### config.mk
export PLATFORM = sky130hd
export DESIGN_NAME = pwm_buffered_channel
export DESIGN_NICKNAME = d
export VERILOG_FILES = /design/src/rtl/pwm_buffered_channel.sv
export SDC_FILE = /design/constraint.sdc
export NUM_CORES = 1
export LEC_CHECK = 0
export BUFFER_PORTS_ARGS = -buffer_cell sky130_fd_sc_hd__buf_4
export CORE_ASPECT_RATIO = 1.25
export CORE_MARGIN = 2
export CORE_UTILIZATION = 35
export DETAILED_ROUTE_END_ITERATION = 7
export GPL_TIMING_DRIVEN = 0
export PLACE_DENSITY = 0.58
export SLEW_MARGIN = 20
export SYNTH_ARGS = -nofsm -noshare
export SYNTH_HDL_FRONTEND = slang
export SYNTH_SLANG_ARGS = --single-unit
### constraint.sdc
create_clock -name clk -period 3.9 [get_ports clk]
set_clock_uncertainty 0.1 [all_clocks]
set_input_delay 0.39 -clock clk [delete_from_list [all_inputs] [get_ports clk]]
set_output_delay 0.39 -clock clk [all_outputs]
set_load 0.01 [all_outputs]
### src/rtl/pwm_buffered_channel.sv
module pwm_buffered_channel #(
  parameter int W = 16,
  parameter int PRE_MAX = 10
) (
  input  logic         clk,
  input  logic         rst_n,
  input  logic         run_req,
  input  logic         mode_we,
  input  logic [10:0]  mode_wdata,
  input  logic         period_we,
  input  logic [W-1:0] period_wdata,
  input  logic         duty_we,
  input  logic [W-1:0] duty_wdata,
  input  logic         upd_we,
  input  logic [W-1:0] upd_wdata,
  output logic         pwm_out,
  output logic         period_end,
  output logic         running
);

  localparam int PW = PRE_MAX;

  logic [3:0]    psel_q;
  logic          pol_q, tgt_q;
  logic [W-1:0]  per_q, duty_q, pend_q, cnt_q;
  logic          pend_v, run_q;
  logic [PW-1:0] pre_q;
  logic [3:0]    psel_eff;
  logic [PW-1:0] pre_lim;
  logic [W-1:0]  last;
  logic          tick, eop;
  logic          unused_mode;

  assign unused_mode = ^mode_wdata[8:4];
  assign psel_eff = (psel_q > 4'(PRE_MAX)) ? 4'(PRE_MAX) : psel_q;
  assign pre_lim  = ~({PW{1'b1}} << psel_eff);
  assign tick     = run_q && (pre_q >= pre_lim);
  assign last     = (per_q == '0) ? '0 : per_q - 1'b1;
  assign eop      = tick && (cnt_q >= last);

  assign period_end = eop;
  assign running    = run_q;
  assign pwm_out    = pol_q ^ (run_q && (cnt_q >= duty_q));

  always_ff @(posedge clk) begin
    if (!rst_n) begin
      psel_q <= '0;
      pol_q  <= 1'b0;
      tgt_q  <= 1'b0;
    end else if (mode_we) begin
      psel_q <= mode_wdata[3:0];
      pol_q  <= mode_wdata[9];
      tgt_q  <= mode_wdata[10];
    end
  end

  always_ff @(posedge clk) begin
    if (!rst_n) begin
      per_q  <= '0;
      duty_q <= '0;
      pend_q <= '0;
      pend_v <= 1'b0;
      cnt_q  <= '0;
      pre_q  <= '0;
      run_q  <= 1'b0;
    end else if (!run_q) begin
      pre_q  <= '0;
      cnt_q  <= '0;
      pend_v <= 1'b0;
      if (run_req)   run_q  <= 1'b1;
      if (period_we) per_q  <= period_wdata;
      if (duty_we)   duty_q <= duty_wdata;
    end else begin
      pre_q <= tick ? '0 : pre_q + 1'b1;
      if (tick) cnt_q <= eop ? '0 : cnt_q + 1'b1;
      if (eop && !run_req) run_q <= 1'b0;
      if (eop && pend_v && run_req) begin
        if (tgt_q) per_q  <= pend_q;
        else       duty_q <= pend_q;
      end
      if (upd_we) begin
        pend_v <= 1'b1;
        pend_q <= upd_wdata;
      end else if (eop) begin
        pend_v <= 1'b0;
      end
    end
  end


  eop_only_running_chk: assert property (@(posedge clk) disable iff (!rst_n)
    period_end |-> running);


  stop_at_boundary_chk: assert property (@(posedge clk) disable iff (!rst_n)
    $fell(running) |-> $past(period_end));


  idle_level_chk: assert property (@(posedge clk) disable iff (!rst_n)
    !running |-> (pwm_out == pol_q));


  duty_boundary_chk: assert property (@(posedge clk) disable iff (!rst_n)
    (!$stable(duty_q) && $past(running)) |-> $past(period_end));


  period_boundary_chk: assert property (@(posedge clk) disable iff (!rst_n)
    (!$stable(per_q) && $past(running)) |-> $past(period_end));

endmodule

==> metrics <==
status complete, no violations; all-layer global routing usage 0.184; input/output buffers about 60; Seq cells post-synth just over 80; CTS H-Tree Depth 3; post-DR wirelength/cell roughly 16 um; Iter 0 DRT Violations 150; ANT cells 0; syn_area_per_cell 7.93 um2; Synth top cells by count nand2_1 (147), dfxtp_1 (82), inv_1 (56), ha_1 (46), o21ai_0 (45); CTS root buf clkbuf_16; Post-synth EDFFs 0; Total Power ~0.0024 W; Top Usage Layer GRT met2; Final #Nets approximately 860; Synth Cell Area ~5200 um2; Max IR drop VDD between 0.15 and 0.2 mV; Core Box Area 14500 um2; Syn. warnings 0; RSZ-0062 raised after global routing yes; TritonCTS Buffers 9; FFs w/ async S/R, synth 0; final setup margin about 0.0053 ns; Routed WL roughly 15000 um; clk_lat worst skew approximately 0.34 ns; Finish-stage setup viols 0; largest net degree at the start of global routing 15; CP peak stage delay around 0.56 ns; Tmin final 3.89 ns; worst slew pin tran slightly below 0.6 ns; area delta synth->final 25.3%; Post-DP HPWL between 10000 and 15000 um; CP startpoint kind register; fmax between 200 and 300 MHz; TritonCTS clock tree done; design area 6550 um2; crit path max-delay cell type or4_4; DIE WIDTH roughly 110 um; crit share post-route 0.999; Primary FF master, synth dfxtp_1; Crit path buffers/inverters 2; CP arrival roughly 3.4 ns; vias in the first global route between 4000 and 5000; Pins Over Slew Limit 0; crit-path cells or4_4 -> nor4_4 -> nand2b_1 -> or3_4 -> nor3_2 -> a21oi_1 -> ha_1 -> nand4_1 -> buf_4 -> a31oi_4 -> a211oi_4 -> nor2_2 -> buf_6; met2 usage 0.327; Worst-path clk slew ~0.06 ns; I/O pin count 69; Setup TNS 0 ns; DRT Pass-1 Iters 4; Slew HR 0.606; Seq/Total Area, Yosys 0.314; gr ovfl total 0; largest fanout on the critical path 5; share of layout cells above drive strength 1 0.164; met1 GRT Util 0.215; number of max-cap violations 0; Crit Path Class reg2out; worst slack at placement -0.368 ns; Starting Density 0.361; final hold viol count 0; WHS approximately 0.19 ns; CTS sink count between 80 and 90; leading area contributor after synthesis dfxtp_1; via count ~4800; P_leak 2.93 nW; Power Dens Cells between 300 and 400 nW/um2; drc violations 0; vias per cell around 5.2; dominant cells by area after synthesis dfxtp_1 (31%), ha_1 (11%), nand2_1 (11%); full die area ~16000 um2; Post-DRT Antenna Nets 0; Synthesized Nets around 770; Max clock buf depth 2; first-pass GRT wire length approximately 23000 um; Req. time, crit path ~3.4 ns; worst hold path class in2reg; Post-DP Area 5910 um2; Synth top area share 0.314; die span in y around 140 um; grt met3 use 0.0335; Mapped Cells ~660; CP endpoint kind primary output; Placer Congestion about 0.93; initial antenna violation count 0; CP top delay family simple AND/OR/NAND/NOR gates; cell with the most instances after synthesis nand2_1; Synth cell types 54; row cnt 49
metal layers:
| metal | up-vias | wire (um) |
|---|---|---|
| li1 | 2429 | - |
| met1 | 2250 | 6250 |
| met2 | 115 | 7550 |
| met3 | 25 | 502 |
| met4 | 0 | 382 |
| met5 | - | 0 |
placed cells by master, fill, tap and decap left out, drive strengths merged, types with 16 or more instances in the layout:
cell type  instances
mux2i             39
dfxtp             82
nand2            147
a21boi            16
nand3             18
buf               79
nor2              30
a21oi             18
inv               57
ha                46
o21ai             45
clkbuf            37
area by class of cell:
class | instances | area (um2)
timing repair buffer | 76 | 634
clock inverter | 5 | 83.8
inverter | 56 | 210
multi-input combinational | 492 | 3350
clock buffer | 11 | 253
fill | 1422 | 7920
sequential | 82 | 1640
tap | 178 | 223
buffer | 29 | 153
logic make-up (layout without fill, tap and decap cells):
family | count (synthesis) | in the layout | synth area share
compound gates | 126 | 126 | 0.171
xor+xnor | 21 | 21 | 0.0352
fa+ha+maj | 46 | 46 | 0.110
buf+inv | 85 | 177 | 0.0673
flops | 82 | 82 | 0.314
mux | 39 | 39 | 0.0747
simple gates | 260 | 260 | 0.227
timing repair:
| action | CTS | global route |
|---|---|---|
| gates resized for setup | 15 | 19 |
| pin swaps | 5 | 13 |
| gates cloned | 0 | 2 |
| endpoints found under the setup margin | 50 | 46 |
| hold buffers | 0 | 0 |
| setup buffers | 5 | 8 |
where the power goes:
part / internal [W] / switching (W) / total, W / leakage, nW
logic: 0.000258 / 0.000295 / 0.000553 / 2.10
registers: 0.000872 / 0.0000292 / 0.000901 / 0.668
clock network: 0.000598 / 0.000357 / 0.000955 / 0.158
stage by stage:
stage	instances	utilization
4_1_cts	919	0.440
6_report	929	0.453
3_3_place_gp	898	0.408
5_1_grt	929	0.453
3_5_place_dp	898	0.408
2_1_floorplan	659	-
tightest hold or removal path, stage by stage:
cell,delay [ns]
buf_4,0.10
nand2_1,0.05
o21ai_0,0.06
path summary, 6_finish.rpt:
path / startpoint / end / slack [ns] / cells past startpoint
setup / recovery: per_q[7] / period_end / 0.005 / 13
hold / removal: run_req / running / 0.19 / 3
setup reg to reg: per_q[7] / duty_q[14] / 0.05 / 14
hold reg to reg: duty_q[11] / duty_q[11] / 0.36 / 2
state kept, by name, summed over array words and instances (netlist names):
register and count:
cnt_q 16, duty_q 16, pend_q 16, per_q 16, pre_q 10, psel_q 4, pend_v 1, pol_q 1
running 1, tgt_q 1
(Power assumes the default switching activity.)
